### src/rtl/csd_pkg.sv
package csd_pkg;
  typedef enum logic [1:0] {
    DIG_ZERO = 2'b00,
    DIG_POS  = 2'b01,
    DIG_NEG  = 2'b11
  } csd_digit_e;

  typedef enum logic [1:0] {
    ST_IDLE = 2'b00,
    ST_RUN  = 2'b01,
    ST_HOLD = 2'b10
  } csd_state_e;
endpackage

### src/rtl/csd_digit_cell.sv
module csd_digit_cell
  import csd_pkg::*;
(
  input  logic       cur_bit,
  input  logic       next_bit,
  input  logic       carry_in,
  output csd_digit_e digit,
  output logic       carry_out
);
  always_comb begin
    digit     = DIG_ZERO;
    carry_out = 1'b0;
    if (cur_bit && carry_in) begin
      carry_out = 1'b1;
    end else if (cur_bit || carry_in) begin
      // a lone one becomes +1; the start of a run becomes -1 with a carry
      if (next_bit) begin
        digit     = DIG_NEG;
        carry_out = 1'b1;
      end else begin
        digit = DIG_POS;
      end
    end
  end
endmodule

### src/rtl/csd_seq_ctrl.sv
module csd_seq_ctrl
  import csd_pkg::*;
#(
  parameter int STEPS = 9
) (
  input  logic clk,
  input  logic rst_n,
  input  logic in_valid,
  input  logic out_ready,
  output logic in_ready,
  output logic out_valid,
  output logic load,
  output logic step,
  output logic done
);
  localparam int IDX_W = (STEPS > 1) ? $clog2(STEPS) : 1;

  csd_state_e       state_q;
  logic [IDX_W-1:0] idx_q;
  logic             done_q;

  assign in_ready  = (state_q == ST_IDLE);
  assign out_valid = (state_q == ST_HOLD);
  assign load      = in_ready && in_valid;
  assign step      = (state_q == ST_RUN);
  assign done      = done_q;

  always_ff @(posedge clk or negedge rst_n) begin
    if (!rst_n) begin
      state_q <= ST_IDLE;
      idx_q   <= '0;
      done_q  <= 1'b0;
    end else begin
      done_q <= 1'b0;
      unique case (state_q)
        ST_IDLE: if (in_valid) begin
          state_q <= ST_RUN;
          idx_q   <= '0;
        end
        ST_RUN: if (idx_q == IDX_W'(STEPS - 1)) begin
          state_q <= ST_HOLD;
          done_q  <= 1'b1;
        end else begin
          idx_q <= idx_q + 1'b1;
        end
        ST_HOLD: if (out_ready) state_q <= ST_IDLE;
        default: state_q <= ST_IDLE;
      endcase
    end
  end


  done_single_chk: assert property (@(posedge clk) disable iff (!rst_n)
    done |=> !done);

  take_blocks_chk: assert property (@(posedge clk) disable iff (!rst_n)
    (in_valid && in_ready) |=> !in_ready);
endmodule

### src/rtl/csd_value_accum.sv
module csd_value_accum
  import csd_pkg::*;
#(
  parameter int DIGITS = 9,
  parameter int CNT_W  = 4
) (
  input  logic              clk,
  input  logic              rst_n,
  input  logic              load,
  input  logic              step,
  input  csd_digit_e        digit,
  output logic [DIGITS:0]   value,
  output logic [CNT_W-1:0]  nz_count
);
  localparam int VAL_W = DIGITS + 1;

  logic [VAL_W-1:0] weight_q;
  logic [VAL_W-1:0] value_q;
  logic [CNT_W-1:0] nz_q;

  assign value    = value_q;
  assign nz_count = nz_q;

  always_ff @(posedge clk or negedge rst_n) begin
    if (!rst_n) begin
      weight_q <= VAL_W'(1);
      value_q  <= '0;
      nz_q     <= '0;
    end else if (load) begin
      weight_q <= VAL_W'(1);
      value_q  <= '0;
      nz_q     <= '0;
    end else if (step) begin
      weight_q <= weight_q << 1;
      unique case (digit)
        DIG_POS: begin
          value_q <= value_q + weight_q;
          nz_q    <= nz_q + 1'b1;
        end
        DIG_NEG: begin
          value_q <= value_q - weight_q;
          nz_q    <= nz_q + 1'b1;
        end
        default: ;
      endcase
    end
  end
endmodule

### src/rtl/csd_encoder.sv
module csd_encoder
  import csd_pkg::*;
#(
  parameter int N = 8
) (
  input  logic                         clk,
  input  logic                         rst_n,
  input  logic                         in_valid,
  output logic                         in_ready,
  input  logic [N-1:0]                 in_data,
  output logic                         out_valid,
  input  logic                         out_ready,
  output logic [2*(N+1)-1:0]           out_digits,
  output logic [$clog2(N+2)-1:0]       out_nz_count,
  output logic [N+1:0]                 out_value,
  output logic                         done
);
  localparam int DIG_N = N + 1;
  localparam int VEC_W = 2 * DIG_N;
  localparam int CNT_W = $clog2(N + 2);
  localparam int NZ_MAX = (N + 2) / 2;

  logic             load, step;
  logic [N:0]       bits_q;
  logic             carry_q;
  logic [VEC_W-1:0] digits_q;
  logic [N-1:0]     word_q;
  csd_digit_e       cell_digit;
  logic             cell_carry;

  csd_seq_ctrl #(.STEPS(DIG_N)) ctrl_i (
    .clk(clk), .rst_n(rst_n), .in_valid(in_valid), .out_ready(out_ready),
    .in_ready(in_ready), .out_valid(out_valid), .load(load), .step(step),
    .done(done)
  );

  csd_digit_cell cell_i (
    .cur_bit(bits_q[0]), .next_bit(bits_q[1]), .carry_in(carry_q),
    .digit(cell_digit), .carry_out(cell_carry)
  );

  csd_value_accum #(.DIGITS(DIG_N), .CNT_W(CNT_W)) accum_i (
    .clk(clk), .rst_n(rst_n), .load(load), .step(step), .digit(cell_digit),
    .value(out_value), .nz_count(out_nz_count)
  );

  always_ff @(posedge clk or negedge rst_n) begin
    if (!rst_n) begin
      bits_q   <= '0;
      carry_q  <= 1'b0;
      digits_q <= '0;
      word_q   <= '0;
    end else if (load) begin
      bits_q   <= {1'b0, in_data};
      carry_q  <= 1'b0;
      digits_q <= '0;
      word_q   <= in_data;
    end else if (step) begin
      bits_q   <= {1'b0, bits_q[N:1]};
      carry_q  <= cell_carry;
      digits_q <= {cell_digit, digits_q[VEC_W-1:2]};
    end
  end

  assign out_digits = digits_q;

  // helper flags for the output checks
  logic adj_hit, bad_code;
  always_comb begin
    adj_hit  = 1'b0;
    bad_code = 1'b0;
    for (int i = 0; i < DIG_N; i++) begin
      if (digits_q[2*i +: 2] == 2'b10) bad_code = 1'b1;
      if (i > 0 && digits_q[2*i] && digits_q[2*i-2]) adj_hit = 1'b1;
    end
  end


  digit_code_chk: assert property (@(posedge clk) disable iff (!rst_n)
    out_valid |-> !bad_code);

  no_adjacent_chk: assert property (@(posedge clk) disable iff (!rst_n)
    out_valid |-> !adj_hit);

  nz_bound_chk: assert property (@(posedge clk) disable iff (!rst_n)
    out_valid |-> (out_nz_count <= CNT_W'(NZ_MAX)));

  value_match_chk: assert property (@(posedge clk) disable iff (!rst_n)
    out_valid |-> (out_value == {2'b00, word_q}));

  hold_stable_chk: assert property (@(posedge clk) disable iff (!rst_n)
    (out_valid && !out_ready) |=> (out_valid && $stable(out_digits) && $stable(out_value)));

  done_at_rise_chk: assert property (@(posedge clk) disable iff (!rst_n)
    $rose(out_valid) |-> done);
endmodule

### config.mk
export PLATFORM = sky130hd
export DESIGN_NAME = csd_encoder
export DESIGN_NICKNAME = d
export VERILOG_FILES = /design/src/rtl/csd_pkg.sv /design/src/rtl/csd_digit_cell.sv /design/src/rtl/csd_seq_ctrl.sv /design/src/rtl/csd_value_accum.sv /design/src/rtl/csd_encoder.sv
export SDC_FILE = /design/constraint.sdc
export NUM_CORES = 1
export LEC_CHECK = 0
export BUFFER_PORTS_ARGS = -buffer_cell sky130_fd_sc_hd__buf_2
export CORE_MARGIN = 2
export CORE_UTILIZATION = 60
export CTS_BUF_LIST = sky130_fd_sc_hd__clkbuf_8
export DETAILED_ROUTE_END_ITERATION = 10
export MAX_ROUTING_LAYER = met4
export PLACE_DENSITY_LB_ADDON = 0.3
export RECOVER_POWER = 25
export SYNTH_ARGS = -nofsm -noshare
export SYNTH_HDL_FRONTEND = slang
export SYNTH_HIERARCHICAL = 1
export SYNTH_SLANG_ARGS = --single-unit
### constraint.sdc
create_clock -name clk -period 4.5 [get_ports clk]
set_input_delay 0.9 -clock clk [delete_from_list [all_inputs] [get_ports clk]]
set_output_delay 0.9 -clock clk [all_outputs]
set_load 0.03 [all_outputs]
* Yosys cells after proc, flatten, opt, wreduce, memory -nomap -nowiden
Index checks and enable logic that the tools add are counted.
Operators by class: add/sub/neg operators 4, $mul 0, divide/modulo/power cells 0, magnitude comparators 0, equal/unequal tests 9, shifts and indexed selects 0, muxes and demuxes 29, bitwise gates (word level) 0, reductions and logical operators 13
Operators by type and width (number):
- $mux W10 | 4
- $mux W18 | 2
- $mux W4 | 5
- $pmux W10 S2 | 1
- $mux W9 | 2
- $mux W2 | 6
- $add A10 B10 Y10 | 1
- $sub A10 B10 Y10 | 1
- $add A4 B1 Y4 const B | 2
- $pmux W4 S2 | 1
- $mux W1 | 7
- $ne A2 B2 Y1 const B | 3
- $pmux W2 S3 | 1
- $reduce_and A3 Y1 | 2
- $reduce_bool A2 Y1 | 3
- $eq A2 B1 Y1 const B | 2
- $eq A2 B2 Y1 const B | 2
- $eq A4 B4 Y1 const B | 1
- $reduce_and A2 Y1 | 2
- $reduce_bool A3 Y1 | 1
- $logic_and A1 B1 Y1 | 2
- $logic_not A2 Y1 | 1
- $ne A2 B1 Y1 const B | 1
- $reduce_or A2 Y1 | 1
- $logic_or A1 B1 Y1 | 1
Word-level totals: flip-flop bits (word level) 59, latch bits 0, memory bits (writable) 0, memory bits (read-only) 0, input bits 12, output and inout bits 35, word-level logic and storage cells 64, memories kept 0

* Depth between registers and ports, before layout
Gate-level depths: netlist of run 1.
depth in word-level cells 8, mapped depth 14, mapped depth without buffers 14

* Cells and area by module
The synthesis of run 1 kept the hierarchy.
By module, submodules not included:
- csd_value_accum | instances 1, cells each 156, area each 1491.4 um2, seq. area each 601.8 um2
- csd_encoder | instances 1, cells each 96, area each 1153.6 um2, seq. area each 675.6 um2
- csd_seq_ctrl | instances 1, cells each 41, area each 377.9 um2, seq. area each 175.2 um2
- csd_digit_cell | instances 1, cells each 7, area each 58.8 um2, seq. area each 0.0 um2

* Worst setup path after synthesis of run 1
OpenSTA, ideal clock, no wires.
path kind reg2reg, start register bits_q[0], end register accum_i.value_q[6] (netlist: accum_i/value[6]), setup time 0.122 ns, arrival time 2.579 ns, required time 4.378 ns, path slack 1.800 ns, cell stages (with the launch flop) 15, path buffers 0, clock period less this slack 2.700 ns, cell sequence dfrtp_1 -> inv_1 -> ha_1 -> nand2b_4 -> nor2_2 -> and2_1 -> nor2_1 -> xnor2_1 -> ha_1 -> nor2b_1 -> o21ai_1 -> a21boi_1 -> o21a_1 -> or3_1 -> a32o_1
Between the ends: word-level cells in the longest chain between the ends 7, elaborated cells on any way between the ends 11, those cells by class eq/ne: 2; mux: 5; reduce/logical: 4
Ends and longest elaborated chain:
- start: declaration | RTL line csd_encoder.sv:24 | logic [N:0] bits_q;
- start signal: assignment | RTL line csd_encoder.sv:54 | bits_q <= {1'b0, in_data};
- start signal: assignment | RTL line csd_encoder.sv:59 | bits_q <= {1'b0, bits_q[N:1]};
- $logic_or A1 B1 Y1 | RTL line csd_digit_cell.sv:15 | end else if (cur_bit || carry_in) begin
- $mux W2 | RTL line csd_digit_cell.sv:15
- $mux W2 * | RTL line csd_digit_cell.sv:13 | if (cur_bit && carry_in) begin
- named net cell_digit[1] | RTL line csd_encoder.sv:28 | csd_digit_e cell_digit;
- $eq A2 B2 Y1 / $eq A2 B1 Y1 (equally long branches) | RTL line csd_value_accum.sv:35 | unique case (digit)
- $pmux W10 S2 | RTL line csd_value_accum.sv:35
- $mux W10 | RTL line csd_value_accum.sv:33 | end else if (step) begin
- $mux W10 | RTL line csd_value_accum.sv:29 | end else if (load) begin
- end signal: assignment | RTL line csd_value_accum.sv:37 | value_q <= value_q + weight_q;
- end signal: assignment | RTL line csd_value_accum.sv:41 | value_q <= value_q - weight_q;
- end: declaration | RTL line csd_value_accum.sv:18 | logic [VAL_W-1:0] value_q;
Mark *: on every way through the listed nets, which the timed path passes. The rest lies on a longest branch. The select of a mux whose other input is x is not followed. A chain may end at the register's enable or synchronous reset.

* Worst setup path after layout of run 1
Ends and elaborated chain as after synthesis.

==> results of run 1 <==
sequential cells by signal, indices dropped and copies added (netlist names):
register          flops
accum_i/nz_count      4
accum_i/value        10
accum_i/weight_q     10
bits_q                8
carry_q               1
ctrl_i/done           1
ctrl_i/idx_q          4
ctrl_i/state_q        2
out_digits           18
cell families after synthesis:
group / share of synthesized area
AO/OA/AOI/OAI: 0.1031
XOR/XNOR: 0.04791
adder cells (fa/ha/maj): 0.06740
buffers and inverters: 0.04750
flip-flops: 0.4714
multiplexers: 0.1137
AND/OR/NAND/NOR: 0.1490
synth_stat cells (2+ instances only):
cell type  instances  area [sq um]
nor2b_1            4         25.02
o21ai_0           21         105.1
dfrtp_1           57          1426
nor2_1            36         135.1
xor2_1             8         70.07
o21ai_1            2         10.01
a21o_1             3         22.52
buf_12             2         40.04
nand2_1           25         93.84
nor3_1             3         15.01
nand2b_1           4         25.02
and2_1             2         12.51
a21oi_1           10         50.05
clkbuf_1           4         15.01
buf_2              4         20.02
a31oi_1            2         12.51
inv_1             15         56.30
or3_1              4         25.02
o31ai_1            3         22.52
mux2i_1           35         350.3
nand3_1            9         45.04
xnor2_1            7         61.31
ha_1              15         187.7
per-stage QoR:
step	util	worst slack [ns]	hold WS, ns
after floorplan	-	1.800	0.4716
after global placement	0.6608	1.698	0.4842
after detailed placement	0.6608	1.603	0.4904
after CTS	0.7015	1.590	0.5025
after global routing	0.7015	1.363	0.5422
final	0.7015	1.604	0.4977
per-layer routing:
metal,vias to the layer above,GRT usage,share of wire,wire length (um)
li1,1132,-,-,-
met1,1076,0.2931,0.47,2681
met2,45,0.3382,0.48,2736
met3,5,0.05952,0.043,245
met4,0,0.08577,0.013,76
met5,-,-,0,0
how the worst max path moves through the flow:
stage	cells past startpoint	from	end
floorplan	14	bits_q[0]	accum_i/value[6]
global placement	14	bits_q[0]	accum_i/value[6]
detailed placement	14	bits_q[0]	accum_i/value[6]
CTS	14	bits_q[0]	accum_i/value[6]
global route	14	bits_q[0]	accum_i/value[6]
finish	14	bits_q[0]	accum_i/value[6]
final cells by class:
| type | count | area (sq um) | area share |
|---|---|---|---|
| Multi-Input combinational cell | 215 | 1483 | 0.4192 |
| Sequential cell | 58 | 1453 | 0.4107 |
| Timing Repair Buffer | 49 | 252.7 | 0.07145 |
| Clock buffer | 11 | 151.4 | 0.04280 |
| Tap cell | 70 | 87.58 | 0.02476 |
| Inverter | 15 | 56.30 | 0.01592 |
| Clock inverter | 5 | 53.80 | 0.01521 |
critical path, cell delays in order, from the launching register on:
cell,delay [ns]
dfrtp_1,0.36
inv_1,0.05
ha_1,0.19
nand2b_4,0.14
nor2_2,0.11
and2_1,0.25
nor2_1,0.08
xnor2_1,0.12
ha_1,0.33
nor2b_1,0.15
o21ai_1,0.15
a21boi_1,0.12
o21a_1,0.18
or3_1,0.31
a32o_1,0.24
==> results.cfg, run 1 <==
[sta]
skew_ns = 0.008908
setup_viol = 0
finalMaxSlewViolations = 0
tightest_slew_ns = 1.067
relSlewSlack = 0.2885
min_period_ns = 2.896
rsz0062_at_grt = no
hold_violations = 0
fin_crit_sh = 0.6435
fmax_mhz = 345.3
fin_tns_setup_ns = 0

[yosys]
yosysWarningCount = 6
synth.cell_area_sq_um = 3082
async_reset_ff_frac = 1.000
ys_ff_latch = 58
synth.distinct_cells = 48
syn_avg_cell_area_sq_um = 10.27
ys.flop_type = dfrtp_1
synthCells = 300
syn_nets = 328
synth-edff-count = 0
ys_seq_area_frac = 0.4714

[global_routing]
grt_usage = 0.2249
grt_max_degree = 59
antenna_found_initial = 0
grt_first_pass_wirelength_mm = 9.294
grt_overflow = 0
grt_pass1_vias = 1987

[worst_setup_path]
r2r_slack_ns = 1.60
critical_path_peak_fanout = 5
r2r_end = accum_i/value[6]
end_kind = flop
crit_type = flop to flop
cp.required_ns = 4.72
r2r_cells = 14
arrival_ns = 3.12
timing.rr.start = bits_q[0]
start_kind = flop

[clocking]
cts_resized = 0
clk_latency_ns = 0.33
numCtsBuffers = 9
clkTransAtPathRegs_ns = 0.07
cts_buffer_depth = 2
cts_tree = yes
cts_hold_buf = 0
post_cts_buffers = 0
cts-root-buf = clkbuf_8
cts_sinks = 58
htree_levels = 3

[run]
drv_cap = 0

[routing]
vias = 2258
remaining_drc_errors = 0
viasPerCell = 5.338
drtPass1Iterations = 4
wire_per_inst_um = 13.57
wirelength_mm = 5.740
final_antenna_net_count = 0
drtIter0Drc = 115

[layout]
final_common_cell = dfrtp_1
syn_to_final_growth_pct = 14.78
fillCellCount = 384
mostFrequentLayoutCells = dfrtp_1 (57), buf_2 (46), nor2_1 (36)
final_layout_size_suffix_gt1_frac = 0.2096
layout.cells.non_filler = 423
stdcell_area_sq_um = 3537
final_nets = 376
num_antenna_cells = 0

[placement]
numPortBuffers = 46
place_area_sq_um = 3332
gp_congestion = 0.8740
hpwl_mm = 4.028
placedCellCount = 407

[floorplan]
std_cell_rows = 26
die_area_sq_um = 5725
fp.dieH_um = 75.67
core_sq_um = 5042
initial_core_util = 0.6112
io_pins = 47
die_x_um = 75.67

[worst_hold_path]
hold_path.startpoint = accum_i/value[0]
holdPathStages = 2
min_to = accum_i/value[0]
hold_class = flop to flop

[outcome]
outcome = complete, no violations
Power of run 1 is left out: the tool's default activity adds up to more than one toggle a clock period on the data nets, which glitch-free logic cannot reach.
==> run 2, diff against run 1 <==
--- a/config.mk
+++ b/config.mk
@@ -5,9 +5,10 @@
 export SDC_FILE = /design/constraint.sdc
 export NUM_CORES = 1
 export LEC_CHECK = 0
+export ABC_AREA = 1
 export BUFFER_PORTS_ARGS = -buffer_cell sky130_fd_sc_hd__buf_2
 export CORE_MARGIN = 2
-export CORE_UTILIZATION = 60
+export CORE_UTILIZATION = 59
 export CTS_BUF_LIST = sky130_fd_sc_hd__clkbuf_8
 export DETAILED_ROUTE_END_ITERATION = 10
 export MAX_ROUTING_LAYER = met4
==> constraint.sdc (replaced) <==
create_clock -name clk -period 2.85 [get_ports clk]
set_input_delay 0.57 -clock clk [delete_from_list [all_inputs] [get_ports clk]]
set_output_delay 0.57 -clock clk [all_outputs]
set_load 0.03 [all_outputs]
==> results.cfg, run 2 <==
[sta]
min_period_ns = 2.623
setup_viol = 0
layout_setup_ws_ns = 0.2267
fmax_mhz = 381.2
hold_violations = 0
fin_crit_sh = 0.9205
relSlewSlack = 0.07682
tightest_slew_ns = 1.385
fin_tns_setup_ns = 0
skew_ns = 0.009932
finalMaxSlewViolations = 0
rsz0062_at_grt = no

[worst_setup_path]
cp_cell_sequence = inv_1 -> ha_1 -> inv_1 -> nor3_2 -> a21oi_1 -> xor2_1 -> inv_1 -> ha_1 -> a21oi_1 -> nand2_1 -> nand2_1 -> nand3_1 -> inv_1 -> nand2_1 -> nand3_1 -> nand2_1
cp.required_ns = 3.08
critical_path_peak_fanout = 6
crit_type = flop to flop
arrival_ns = 2.85
cp_num_buf_inv = 4
cp_slowest_stage_delay_ns = 0.56
path_delay_family = flip-flops
end_kind = flop
cp_slowest_cell = dfstp_2
start_kind = flop

[routing]
drtIter0Drc = 156
drtPass1Iterations = 4
viasPerCell = 5.244
wire_per_inst_um = 12.60
vias = 2706
wirelength_mm = 6.502
final_antenna_net_count = 0
remaining_drc_errors = 0

[yosys]
syn_nets = 419
synth_top_area_frac = 0.4457
syn_avg_cell_area_sq_um = 8.186
ys_ff_latch = 58
synth_top_cells_by_count = nand2_1 (114), dfrtp_1 (57), nand3_1 (56), inv_1 (41), o21ai_0 (16)
async_reset_ff_frac = 1.000
synth.distinct_cells = 31
ys.flop_type = dfrtp_1
ys_top_cells_by_area = dfrtp_1 (45%), nand2_1 (13%), nand3_1 (8.8%), ha_1 (5.9%), inv_1 (4.8%)
synth.cell_area_sq_um = 3201
yosys.cell_count.top_type = nand2_1
yosysWarningCount = 6
yosysTopAreaCell = dfrtp_1
ys_seq_area_frac = 0.4539
synthCells = 391
synth-edff-count = 0

[layout]
syn_to_final_growth_pct = 15.79
mostFrequentLayoutCells = nand2_1 (114), dfrtp_1 (57), nand3_1 (56)
largest_reg_flops = 18
final_common_cell = nand2_1
final_nets = 469
layout.cells.non_filler = 516
final_layout_size_suffix_gt1_frac = 0.2063
num_antenna_cells = 0
final_util = 0.7165

[power]
ir_drop_mv = 0.7433
pwr-share-clk = 0.181
power_density_nw_per_um2 = 1420
p_int_mw = 2.684
switchingPower_mw = 2.580
p_seq_frac = 0.270
power.leakage_nw = 2.073
p_sw_frac = 0.4901
pwr-share-comb = 0.549

[placement]
hpwl_mm = 4.621
numPortBuffers = 46
pre_cts_slack_ns = 0.2438
placedCellCount = 500
gp_congestion = 0.8575

[clocking]
htree_levels = 3
post_cts_buffers = 0
cts_resized = 0
cts-root-buf = clkbuf_8
clk_latency_ns = 0.35
cts_tree = yes
cts_hold_buf = 0
cts_buffer_depth = 2
numCtsBuffers = 9
cts_sinks = 58
clkTransAtPathRegs_ns = 0.07

[floorplan]
fp.dieH_um = 77.65
std_cell_rows = 26
io_pins = 47
die_x_um = 77.65
die_area_sq_um = 6030
core_sq_um = 5172
initial_core_util = 0.6188

[global_routing]
grt_max_degree = 59
grt_first_pass_wirelength_mm = 11.36
grt_overflow = 0
grt_pass1_vias = 2590
grt_usage = 0.2457
antenna_found_initial = 0

[outcome]
outcome = complete, no violations

[worst_hold_path]
hold_class = primary input to flop

[run]
drv_cap = 0
-- run 2: worst paths after layout --
path                                          start  slack, ns                end  cells past startpoint
worst min-delay path                      out_ready       0.40  ctrl_i/state_q[1]                      2
worst min register to register        out_digits[0]       0.47      out_digits[0]                      2
worst max register to register  accum_i/weight_q[0]       0.23   accum_i/value[9]                     16
max in group asynchronous                     rst_n       1.39          bits_q[0]                      2
min in group asynchronous                     rst_n       0.62      out_digits[7]                      2
worst max-delay path            accum_i/weight_q[0]       0.23   accum_i/value[9]                     16
-- run 2: area by class of cell --
cell class / count / area (sq um)
repair buffers: 49 / 250.2
fillers: 411 / 1466
multi-input cells: 276 / 1490
flip-flops and latches: 58 / 1453
well taps: 70 / 87.58
clock inverters: 7 / 125.1
clock buffers: 9 / 123.9
inverters: 47 / 176.4
-- run 2: power by group through the flow --
stage | clock network (mW) | logic, mW | registers (mW)
final | 0.955 | 2.89 | 1.42
after global routing | 0.997 | 3.28 | 1.46
after CTS | 0.967 | 2.90 | 1.42
after detailed placement | 0 | 2.88 | 1.43
after global placement | 0 | 2.80 | 1.41
after floorplan | 0 | 1.97 | 1.72
-- run 2: logic make-up after synthesis --
logic type,share of synthesized area
simple gates,0.3034
flops,0.4539
buf+inv,0.08053
compound gates,0.06998
fa+ha+maj,0.06489
xor+xnor,0.02736
-- run 2: per-layer routing --
metal | global-route usage | part of all wire
met4 | 0.1161 | 0.020
met2 | 0.3957 | 0.47
met5 | - | 0
met1 | 0.2951 | 0.45
met3 | 0.05349 | 0.054
-- run 2: through the flow --
step	power (mW)	instance area (sq um)	hold slack (ns)
after detailed placement	4.310	3460	0.4548
after global placement	4.215	3460	0.4507
final	5.264	3706	0.3996
after CTS	5.282	3709	0.3839
after global routing	5.742	3706	0.3955
after floorplan	3.693	3201	0.2744
No activity file was read; power rests on OpenSTA's default activity.
==> run 3, diff against run 2 <==
--- a/config.mk
+++ b/config.mk
@@ -13,7 +13,7 @@
 export DETAILED_ROUTE_END_ITERATION = 10
 export MAX_ROUTING_LAYER = met4
 export PLACE_DENSITY_LB_ADDON = 0.3
-export RECOVER_POWER = 25
+export RECOVER_POWER = 100
 export SYNTH_ARGS = -nofsm -noshare
 export SYNTH_HDL_FRONTEND = slang
 export SYNTH_HIERARCHICAL = 1
==> results.cfg, run 3 (synthesized netlist as in run 2, its figures left out) <==
[clocking]
htree_levels = 3
cts_resized = 0
cts_sinks = 58
post_cts_buffers = 0
clk_latency_ns = 0.35
cts_tree = yes
cts_buffer_depth = 2
cts-root-buf = clkbuf_8
numCtsBuffers = 9
cts_hold_buf = 0
clkTransAtPathRegs_ns = 0.07

[routing]
vias = 2707
wire_per_inst_um = 12.66
remaining_drc_errors = 0
wirelength_mm = 6.535
met2_length_mm = 3.084
routed.top_layer = met4
dr_wl_met3_um = 318
drtPass1Iterations = 4
viasPerCell = 5.246
final_antenna_net_count = 0
drt-met1-wl_mm = 3.008
drtIter0Drc = 180

[global_routing]
grt_first_pass_wirelength_mm = 11.36
grt_max_degree = 59
grt_pass1_vias = 2590
grt_overflow = 0
antenna_found_initial = 0
grt_usage = 0.2457

[placement]
hpwl_mm = 4.621
gp_congestion = 0.8575
numPortBuffers = 46

[worst_setup_path]
critical_path_peak_fanout = 6
cp_slowest_stage_delay_ns = 0.55
end_kind = flop
cp.required_ns = 3.08
arrival_ns = 2.86
cp_cell_sequence = inv_1 -> ha_1 -> inv_1 -> nor3_2 -> a21oi_1 -> xor2_1 -> inv_1 -> ha_1 -> a21oi_1 -> nand2_1 -> nand2_1 -> nand3_1 -> inv_1 -> nand2_1 -> nand3_1 -> nand2_1
crit_type = flop to flop
cp_slowest_cell = dfstp_2
start_kind = flop

[layout]
final_common_cell = nand2_1
largest_reg_flops = 18
final_layout_size_suffix_gt1_frac = 0.1031
final_nets = 469
syn_to_final_growth_pct = 12.71
num_antenna_cells = 0
mostFrequentLayoutCells = nand2_1 (117), nand3_1 (57), dfrtp_1 (57)

[floorplan]
die_area_sq_um = 6030
core_sq_um = 5172
die_x_um = 77.65
initial_core_util = 0.6188
std_cell_rows = 26
io_pins = 47
fp.dieH_um = 77.65

[run]
drv_cap = 0

[sta]
tightest_slew_ns = 1.379
hold_violations = 0
fin_crit_sh = 0.9225
holdWs_ns = 0.3967
setup_viol = 0
finalMaxSlewViolations = 0
relSlewSlack = 0.08063
fin_tns_setup_ns = 0
fmax_mhz = 380.4
min_period_ns = 2.629
rsz0062_at_grt = no
skew_ns = 0.009707

[power]
power.leakage_nw = 1.913
ir_drop_mv = 0.7087
power_density_nw_per_um2 = 1426

[outcome]
outcome = complete, no violations

[worst_hold_path]
hold_class = primary input to flop
## run 3: cell types whose count changed in the layout (fill, tap and decap cells not counted), moves of 2 or more
cell      change
nand2_4       -2
buf_2        -35
nand2_1       +3
o21ai_1       -3
clkbuf_1     +36
o21ai_0       +3
nor2_1        +3
inv_1         +2
buf_4         -2
inv_2         -3
## run 3: metal layers
layer | vias to the layer above | track usage
li1 | 1361 | -
met1 | 1273 | 0.2951
met2 | 62 | 0.3957
met3 | 11 | 0.05349
met4 | 0 | 0.1161
met5 | - | -
## run 3: through the flow
| stage | total power [mW] | setup slack (ns) | std cells | instance area [sq um] | util |
|---|---|---|---|---|---|
| 2_1_floorplan | 3.693 | 0.5996 | 391 | 3201 | - |
| 3_3_place_gp | 4.215 | 0.3196 | 500 | 3460 | 0.6688 |
| 3_5_place_dp | 4.310 | 0.2438 | 500 | 3460 | 0.6688 |
| 4_1_cts | 5.282 | 0.2346 | 516 | 3709 | 0.7170 |
| 5_1_grt | 5.618 | 0.01032 | 516 | 3607 | 0.6974 |
| 6_report | 5.145 | 0.2209 | 516 | 3607 | 0.6974 |
## run 3: worst max-delay path, delay by kind of cell (launching register included)
family,cells,cell delay [ns]
adder cells (fa/ha/maj),2,0.56
flip-flops,1,0.55
AND/OR/NAND/NOR,7,0.50
AO/OA/AOI/OAI,2,0.44
buffers and inverters,4,0.32
XOR/XNOR,1,0.16
## run 3: cell type report
class / instances / area (sq um)
clock buffer: 9 / 123.9
clock inverter: 7 / 125.1
fill: 441 / 1565
inverter: 47 / 176.4
multi-input combinational: 276 / 1441
sequential: 58 / 1453
tap: 70 / 87.58
timing repair buffer: 49 / 200.2
## run 3: power by group
part,internal (mW),leakage (nW),switching [mW]
Sequential,1.15,0.763,0.273
Clock,0.589,0.124,0.367
Combinational,0.858,1.03,1.91
## run 3: final timing paths
kind / end / slack, ns / from / cells past startpoint
worst max-delay path: accum_i/value[9] / 0.22 / accum_i/weight_q[0] / 16
worst min-delay path: ctrl_i/state_q[1] / 0.40 / out_ready / 2
worst max register to register: accum_i/value[9] / 0.22 / accum_i/weight_q[0] / 16
worst min register to register: out_digits[0] / 0.47 / out_digits[0] / 2
max in group asynchronous: accum_i/weight_q[4] / 1.40 / rst_n / 2
min in group asynchronous: out_digits[7] / 0.61 / rst_n / 2
